**config.mk**
```make
export PLATFORM = sky130hd
export DESIGN_NAME = fpreg_xfer_port
export DESIGN_NICKNAME = d
export VERILOG_FILES = /design/src/rtl/fpx_pkg.sv /design/src/rtl/fpx_wr_decode.sv /design/src/rtl/fpx_sgl_bank.sv /design/src/rtl/fpx_sys_bank.sv /design/src/rtl/fpx_rd_mux.sv /design/src/rtl/fpreg_xfer_port.sv
export SDC_FILE = /design/constraint.sdc
export NUM_CORES = 2
export LEC_CHECK = 0
export BUFFER_PORTS_ARGS = -buffer_cell sky130_fd_sc_hd__buf_2
export CAP_MARGIN = 5
export CORE_ASPECT_RATIO = 1.2
export CORE_MARGIN = 2
export CORE_UTILIZATION = 40
export CTS_CLUSTER_DIAMETER = 100
export DETAILED_ROUTE_END_ITERATION = 10
export GPL_TIMING_DRIVEN = 0
export PLACE_DENSITY = 0.66
export SLEW_MARGIN = 0
export SYNTH_ARGS = -nofsm -noshare
export SYNTH_HDL_FRONTEND = slang
export SYNTH_SLANG_ARGS = --single-unit
```
**constraint.sdc**
```tcl
create_clock -name clk -period 3.64 [get_ports clk]
set_input_delay 0.546 -clock clk [delete_from_list [all_inputs] [get_ports clk]]
set_output_delay 0.546 -clock clk [all_outputs]
set_load 0.03 [all_outputs]
```
**src/rtl/fpx_pkg.sv**
```systemverilog
package fpx_pkg;

    localparam int unsigned FPX_WORD_W = 32;

    typedef enum logic [2:0] {
        OP_SGL_WR   = 3'd0,
        OP_DLO_WR   = 3'd1,
        OP_DHI_WR   = 3'd2,
        OP_DBL_PAIR = 3'd3,
        OP_SGL_PAIR = 3'd4,
        OP_SYS_WR   = 3'd5,
        OP_RSV6     = 3'd6,
        OP_RSV7     = 3'd7
    } xfer_op_e;

    typedef enum logic [1:0] {
        RD_SGL = 2'd0,
        RD_DLO = 2'd1,
        RD_DHI = 2'd2,
        RD_SYS = 2'd3
    } rd_kind_e;

    localparam logic [2:0] SYS_ID    = 3'd0;
    localparam logic [2:0] SYS_CTRL  = 3'd1;
    localparam logic [2:0] SYS_EXC   = 3'd2;
    localparam logic [2:0] SYS_INST  = 3'd3;
    localparam logic [2:0] SYS_INST2 = 3'd4;

    typedef struct packed {
        logic [FPX_WORD_W-1:0] ctrl;
        logic [FPX_WORD_W-1:0] exc;
        logic [FPX_WORD_W-1:0] inst;
        logic [FPX_WORD_W-1:0] inst2;
    } sys_state_t;

endpackage

```
**src/rtl/fpx_wr_decode.sv**
```systemverilog
// Per-word write enables and data-lane selection for the aliased array.
module fpx_wr_decode #(
    parameter int unsigned NUM_SGL = 32,
    parameter int unsigned IDX_W   = $clog2(NUM_SGL)
) (
    input  logic             xfer_valid,
    input  logic [2:0]       xfer_op,
    input  logic [IDX_W-1:0] xfer_idx,
    output logic [NUM_SGL-1:0] wr_en,
    output logic [NUM_SGL-1:0] lane_hi
);
    import fpx_pkg::*;

    localparam int unsigned DIDX_W = IDX_W - 1;

    logic [DIDX_W-1:0] dbl_idx;
    logic [IDX_W-1:0]  pair_nxt;

    assign dbl_idx  = xfer_idx[DIDX_W-1:0];
    assign pair_nxt = xfer_idx + 1'b1;   // wraps at the top of the array

    for (genvar g = 0; g < NUM_SGL; g++) begin : g_word
        localparam logic [IDX_W-1:0]  MY_IDX  = IDX_W'(g);
        localparam logic [DIDX_W-1:0] MY_DBL  = DIDX_W'(g / 2);
        localparam bit                MY_ODD  = (g % 2) == 1;

        logic dbl_hit;
        assign dbl_hit = (dbl_idx == MY_DBL);

        always_comb begin
            wr_en[g]   = 1'b0;
            lane_hi[g] = 1'b0;
            if (xfer_valid) begin
                case (xfer_op)
                    OP_SGL_WR: begin
                        wr_en[g] = (xfer_idx == MY_IDX);
                    end
                    OP_DLO_WR: begin
                        wr_en[g] = dbl_hit && !MY_ODD;
                    end
                    OP_DHI_WR: begin
                        wr_en[g] = dbl_hit && MY_ODD;
                    end
                    OP_DBL_PAIR: begin
                        wr_en[g]   = dbl_hit;
                        lane_hi[g] = MY_ODD;
                    end
                    OP_SGL_PAIR: begin
                        if (xfer_idx == MY_IDX) begin
                            wr_en[g] = 1'b1;
                        end else if (pair_nxt == MY_IDX) begin
                            wr_en[g]   = 1'b1;
                            lane_hi[g] = 1'b1;
                        end
                    end
                    default: begin
                        wr_en[g] = 1'b0;
                    end
                endcase
            end
        end
    end

endmodule

```
**src/rtl/fpx_sgl_bank.sv**
```systemverilog
// Thirty-two word storage shared by the single and double views.
module fpx_sgl_bank #(
    parameter int unsigned NUM_SGL = 32,
    parameter int unsigned WORD_W  = 32
) (
    input  logic                            clk,
    input  logic                            rst_n,
    input  logic [NUM_SGL-1:0]              wr_en,
    input  logic [NUM_SGL-1:0]              lane_hi,
    input  logic [WORD_W-1:0]               wdata0,
    input  logic [WORD_W-1:0]               wdata1,
    output logic [NUM_SGL-1:0][WORD_W-1:0]  words
);
    logic [NUM_SGL-1:0][WORD_W-1:0] regs_d, regs_q;

    always_comb begin
        regs_d = regs_q;
        for (int i = 0; i < NUM_SGL; i++) begin
            if (wr_en[i]) begin
                regs_d[i] = lane_hi[i] ? wdata1 : wdata0;
            end
        end
    end

    always_ff @(posedge clk) begin
        if (!rst_n) begin
            regs_q <= '0;
        end else begin
            regs_q <= regs_d;
        end
    end

    assign words = regs_q;

endmodule

```
**src/rtl/fpx_sys_bank.sv**
```systemverilog
// System register bank; the identification word is a constant.
module fpx_sys_bank #(
    parameter int unsigned        WORD_W   = 32,
    parameter logic [WORD_W-1:0]  ID_VALUE = 32'h5A01_0C33
) (
    input  logic              clk,
    input  logic              rst_n,
    input  logic              wr_stb,
    input  logic [2:0]        wr_sel,
    input  logic [WORD_W-1:0] wdata,
    input  logic [2:0]        rd_sel,
    output logic [WORD_W-1:0] rdata
);
    import fpx_pkg::*;

    sys_state_t sys_d, sys_q;

    always_comb begin
        sys_d = sys_q;
        if (wr_stb) begin
            case (wr_sel)
                SYS_CTRL:  sys_d.ctrl  = wdata;
                SYS_EXC:   sys_d.exc   = wdata;
                SYS_INST:  sys_d.inst  = wdata;
                SYS_INST2: sys_d.inst2 = wdata;
                default:   sys_d = sys_q;  // identification and unmapped: dropped
            endcase
        end
    end

    always_ff @(posedge clk) begin
        if (!rst_n) begin
            sys_q <= '0;
        end else begin
            sys_q <= sys_d;
        end
    end

    always_comb begin
        case (rd_sel)
            SYS_ID:    rdata = ID_VALUE;
            SYS_CTRL:  rdata = sys_q.ctrl;
            SYS_EXC:   rdata = sys_q.exc;
            SYS_INST:  rdata = sys_q.inst;
            SYS_INST2: rdata = sys_q.inst2;
            default:   rdata = '0;
        endcase
    end

endmodule

```
**src/rtl/fpx_rd_mux.sv**
```systemverilog
// Combinational read selection across the three views.
module fpx_rd_mux #(
    parameter int unsigned NUM_SGL = 32,
    parameter int unsigned WORD_W  = 32,
    parameter int unsigned IDX_W   = $clog2(NUM_SGL)
) (
    input  logic [1:0]                      rd_kind,
    input  logic [IDX_W-1:0]                rd_idx,
    input  logic [NUM_SGL-1:0][WORD_W-1:0]  words,
    input  logic [WORD_W-1:0]               sys_rdata,
    output logic [WORD_W-1:0]               rd_data
);
    import fpx_pkg::*;

    logic [IDX_W-1:0] lo_idx, hi_idx;

    assign lo_idx = {rd_idx[IDX_W-2:0], 1'b0};
    assign hi_idx = {rd_idx[IDX_W-2:0], 1'b1};

    always_comb begin
        case (rd_kind)
            RD_SGL:  rd_data = words[rd_idx];
            RD_DLO:  rd_data = words[lo_idx];
            RD_DHI:  rd_data = words[hi_idx];
            default: rd_data = sys_rdata;
        endcase
    end

endmodule

```
**src/rtl/fpreg_xfer_port.sv**
```systemverilog
module fpreg_xfer_port #(
    parameter int unsigned        NUM_SGL  = 32,
    parameter int unsigned        WORD_W   = 32,
    parameter logic [WORD_W-1:0]  ID_VALUE = 32'h5A01_0C33
) (
    input  logic              clk,
    input  logic              rst_n,
    input  logic              xfer_valid,
    input  logic [2:0]        xfer_op,
    input  logic [4:0]        xfer_idx,
    input  logic [WORD_W-1:0] xfer_wdata0,
    input  logic [WORD_W-1:0] xfer_wdata1,
    input  logic [1:0]        rd_kind,
    input  logic [4:0]        rd_idx,
    output logic [WORD_W-1:0] rd_data
);
    import fpx_pkg::*;

    localparam int unsigned IDX_W = $clog2(NUM_SGL);

    logic [NUM_SGL-1:0]             wr_en;
    logic [NUM_SGL-1:0]             lane_hi;
    logic [NUM_SGL-1:0][WORD_W-1:0] sgl_q;
    logic [WORD_W-1:0]              sys_rdata;
    logic                           sys_wr;

    assign sys_wr = xfer_valid && (xfer_op == OP_SYS_WR);

    fpx_wr_decode #(
        .NUM_SGL (NUM_SGL),
        .IDX_W   (IDX_W)
    ) u_dec (
        .xfer_valid (xfer_valid),
        .xfer_op    (xfer_op),
        .xfer_idx   (xfer_idx[IDX_W-1:0]),
        .wr_en      (wr_en),
        .lane_hi    (lane_hi)
    );

    fpx_sgl_bank #(
        .NUM_SGL (NUM_SGL),
        .WORD_W  (WORD_W)
    ) u_bank (
        .clk     (clk),
        .rst_n   (rst_n),
        .wr_en   (wr_en),
        .lane_hi (lane_hi),
        .wdata0  (xfer_wdata0),
        .wdata1  (xfer_wdata1),
        .words   (sgl_q)
    );

    fpx_sys_bank #(
        .WORD_W   (WORD_W),
        .ID_VALUE (ID_VALUE)
    ) u_sys (
        .clk    (clk),
        .rst_n  (rst_n),
        .wr_stb (sys_wr),
        .wr_sel (xfer_idx[2:0]),
        .wdata  (xfer_wdata0),
        .rd_sel (rd_idx[2:0]),
        .rdata  (sys_rdata)
    );

    fpx_rd_mux #(
        .NUM_SGL (NUM_SGL),
        .WORD_W  (WORD_W),
        .IDX_W   (IDX_W)
    ) u_rd (
        .rd_kind   (rd_kind),
        .rd_idx    (rd_idx[IDX_W-1:0]),
        .words     (sgl_q),
        .sys_rdata (sys_rdata),
        .rd_data   (rd_data)
    );

endmodule

```
==> results of run 1 <==
-- per-layer routing --
metal	GRT usage, %	overflow
met1	73.5	0
met2	84.9	1
met3	59.5	0
met4	68.2	1
met5	42.3	0
-- repair_timing --
action / 4_1_cts
hold buffers: 0
setup endpoints to repair: 1032
gates cloned: 1
resized for setup: 789
setup buffers: 137
pin swaps: 61
-- kinds of logic after synthesis --
kind of cell | after synthesis | synth area share [%]
compound gates | 2813 | 26.7
buf+inv | 1473 | 8.12
mux | 1239 | 27.5
flops | 1152 | 31.9
simple gates | 832 | 5.64
xor+xnor | 3 | 0.0727
fa+ha+maj | 3 | 0.0519
-- synthesized netlist by cell type (all sizes together), types with 58 or more instances --
cell type and instances:
a221o 65, buf 317, and3 66, a311oi 130, clkbuf 852, and2 62
dfxtp 1152, o21ai 457, a22oi 58, mux4 596, nor2 126, mux2i 613
inv 302, a211oi 838, a21oi 734, a221oi 323, nand2 385, nand3 67
-- through the flow --
step,TNS (ns),hold slack (ns),instance area (µm²)
after floorplan,0,0.433,72300
after global placement,-2688.17,0.441,75600
after detailed placement,-1558.05,0.448,78200
after CTS,-2.36,0.218,87200
==> results.toml, run 1 <==
[outcome]
status = "did not finish"
haltStage = "global routing"
tool.error = "[ERROR GRT-0232] Routing congestion too high. Check the congestion heatmap in the GUI."

[clock_network]
cts_made_buffers = 142
cts_root_buf = "clkbuf_16"
cts_max_path_buffers = 3
htreeDepth = 4
cts.sinks = 1152

[logic_synthesis]
synth_edf_count = 0
synth_area_leader_cell = "dfxtp_1"
ys_async_sr_fraction_pct = 0
synthCells = 7515
synthesis.nets = 7600
synth_cell_types = 84
syn_area_um2 = 72300
synthTopCellsByArea = "dfxtp_1 32%, mux4_2 19%, a211oi_1 8.7%, mux2i_1 8.5%, a21oi_1 5.1%"
synth_flop_cell = "dfxtp_1"
ys_ff_latch = 1152
yosysWarningCount = 0
synth_area_per_cell_um2 = 9.62
yosys.area.top_type_share_pct = 31.9
yosysSeqAreaShare_pct = 31.9

[global_route]
grt_max_degree = 17
track_usage_pct = 72.2
overflow = 2

[place]
dp_hpwl_mm = 489
placedCellCount = 10100
dp_slack_ns = -3.24
io_buffer_count = 45
place.gp.congestion = 1.26

[floorplanning]
die_w_um = 392
die_h_um = 470
ios = 114
rows = 170
start_util_pct = 40.3
==> inputs of run 2 (changes only) <==
- CORE_ASPECT_RATIO: 1.2 -> unset
- CORE_UTILIZATION: 40 -> 25
- CTS_CLUSTER_DIAMETER: 100 -> unset
- PLACE_DENSITY: 0.66 -> unset
- PLACE_DENSITY_LB_ADDON: unset -> 0.15
==> run 2 against run 1 <==
Net effect:
- synthesized cell count unchanged
- the flow now finishes, with violations (design-rule violations, max-capacitance violations, max-slew violations, negative setup slack)
- synthesized area is the same
==> results.toml, run 2 <==
[pwr]
sw_frac_of_total_pct = 36.3
pwr-share-comb_pct = 20.1
power.density_nw_per_um2 = 409
p_int_w = 0.0239
p_leak_nw = 30.8
switchingPower_w = 0.0137
pwr-share-clk_pct = 45.8
irDropWorstVdd_uv = 351
power_frac_seq_pct = 34.1

[sta]
setup_viol = 210
min_period_ns = 4.10
rsz0062_at_grt = "yes"
fin_hold_ws_ns = 0.210
hold_violations = 0
setup_ws_ns = -0.463
fin_crit_sh_pct = 113
slew_violations = 128
fmaxAchievable_mhz = 244
finClkSkew_ns = 0
worst_pin_slew_ns = 1.62
relSlewSlack_pct = -7.91

[logic_synthesis]
netlist_top_cells_count = "1152 x dfxtp_1, 852 x clkbuf_1, 838 x a211oi_1, 734 x a21oi_1, 613 x mux2i_1"
synth_area_per_cell_um2 = 9.62
ys_async_sr_fraction_pct = 0
synthCells = 7515
yosys.area.top_type_share_pct = 31.9
synthesis.nets = 7600
synth_flop_cell = "dfxtp_1"
ys_ff_latch = 1152
yosysWarningCount = 0
syn_area_um2 = 72300
yosysMostFrequentCell = "dfxtp_1"
synthTopCellsByArea = "dfxtp_1 32%, mux4_2 19%, a211oi_1 8.7%, mux2i_1 8.5%, a21oi_1 5.1%"
synth_cell_types = 84
synth_area_leader_cell = "dfxtp_1"
yosysSeqAreaShare_pct = 31.9
synth_edf_count = 0

[global_route]
antenna_found_initial = 164
track_usage_pct = 51.7
grt_pass1_wl_mm = 957
grt_pass1_vias = 76600
grt_max_degree = 15
overflow = 0

[critical_path]
cp_max_fo = 10
r2r-start = "u_bank.words[479]"
cp.arrival_ns = 3.56
path_class = "in2out"
required_ns = 3.09
start_kind = "input pin"
startpoint = "rd_idx[1]"
cp-end-kind = "output pin"

[clock_network]
cts_made_buffers = 166
cts_max_path_buffers = 4
clock_latency_ns = 0.91
htreeDepth = 4
cts_tree = "built"
cts.sinks = 1152
cts_root_buf = "clkbuf_16"
clk_pin_slew_ns = 0.05

[finish]
layout_commonest_cell = "dfxtp_1"
syn_to_final_growth_pct = 27.0
stdcell_area_um2 = 91800
largest_reg_flops = 1024
fill_cells = 29700
mostFrequentLayoutCells = "1036 x dfxtp_1, 832 x a211oi_1, 729 x a21oi_1"
nNetsFinal = 8136
drive_gt1_share_pct = 26.4

[place]
place.gp.congestion = 1.08
io_buffer_count = 45
postPlaceCellArea_um2 = 80800
dp_hpwl_mm = 612

[outcome]
status = "finished, violations left"
violations = "design-rule violations, max-capacitance violations, max-slew violations, negative setup slack"

[floorplanning]
die_w_um = 542
coreArea_um2 = 288000
die_area_um2 = 294000
die_h_um = 542
ios = 114
start_util_pct = 25.1
rows = 197

[routing]
drc = 9
drtAntennaViolNets = 0
routed_wirelength_mm = 786
drtIter0Drc = 15700
vias = 87500
avgRoutedWirePerCell_um = 65.0
routed_via_density = 7.24
first_pass_iters = 11

[hold_path]
hp-start = "xfer_wdata1[22]"
hold_path_class = "in2reg"

[job]
maxCapViolCount = 14
==> run 2: final timing paths <==
path	slack [ns]	depth (start not counted)	end
worst min register to register	0.45	2	u_sys.sys_q[72]
worst max-delay path	-0.46	9	rd_data[16]
worst min-delay path	0.21	3	u_bank.words[918]
worst max register to register	2.08	2	u_bank.words[479]
==> run 2: layout make-up <==
class,count,area (µm²),area share (%)
inverter,304,1150,1.25
clock inverter,39,455,0.496
sequential,1152,23300,25.3
antenna,131,328,0.357
multi-input combinational,4890,44500,48.5
buffer,1147,6980,7.60
clock buffer,253,4860,5.29
timing repair buffer,390,5520,6.00
tap,3781,4730,5.15
==> run 2: logic make-up after synthesis <==
group,share of synthesized area [%]
and+or+nand+nor,5.64
DFF,31.9
buffers and inverters,8.12
adders and majority gates,0.0519
AOI/OAI and AO/OA,26.7
muxes,27.5
xor gates and xnor gates,0.0727
==> run 2: metrics by stage <==
step	worst slack [ns]	cells	total power, W	TNS, ns	utilization (%)
after floorplan	0.164	7515	0.0153	0	-
after global placement	-6.14	11300	0.0191	-2605.44	26.8
after detailed placement	-4.17	11500	0.0194	-1673.62	28.1
after CTS	-0.260	11900	0.0367	-2.65	31.5
after global routing	-0.276	12000	0.0375	-3.80	31.8
final	-0.463	12100	0.0376	-15.07	31.9
==> run 2: what timing repair did <==
action,4_1_cts,5_1_grt
cloned,4,0
setup buffers,142,42
pin swaps,78,43
gates resized for setup,916,161
hold buffers,0,0
setup endpoints to repair,1036,610
==> run 2: critical path: stages <==
cell and delay [ns]:
buf_12 0.16, buf_6 0.22, clkbuf_4 0.35, buf_12 0.25, mux4_2 0.43, mux4_2 0.50, a22oi_2 0.45, nand4_1 0.35
buf_6 0.25
==> run 2: power by group through the flow <==
stage                     combinational (W)  sequential [W]  clock (W)
final                               0.00756          0.0128     0.0172
after global routing                0.00716          0.0128     0.0175
after CTS                           0.00681          0.0128     0.0171
after detailed placement            0.00633          0.0131          0
after global placement              0.00600          0.0131          0
after floorplan                     0.00232          0.0130          0
==> run 2: layer usage <==
| layer | wire length (µm) | track usage, % | up-vias |
|---|---|---|---|
| li1 | - | - | 30600 |
| met1 | 291000 | 59.7 | 45400 |
| met2 | 299000 | 68.0 | 8815 |
| met3 | 106000 | 26.2 | 2573 |
| met4 | 89100 | 48.4 | 46 |
| met5 | 678 | 1.51 | - |
Note: power is estimated with default switching activity, not from simulation.
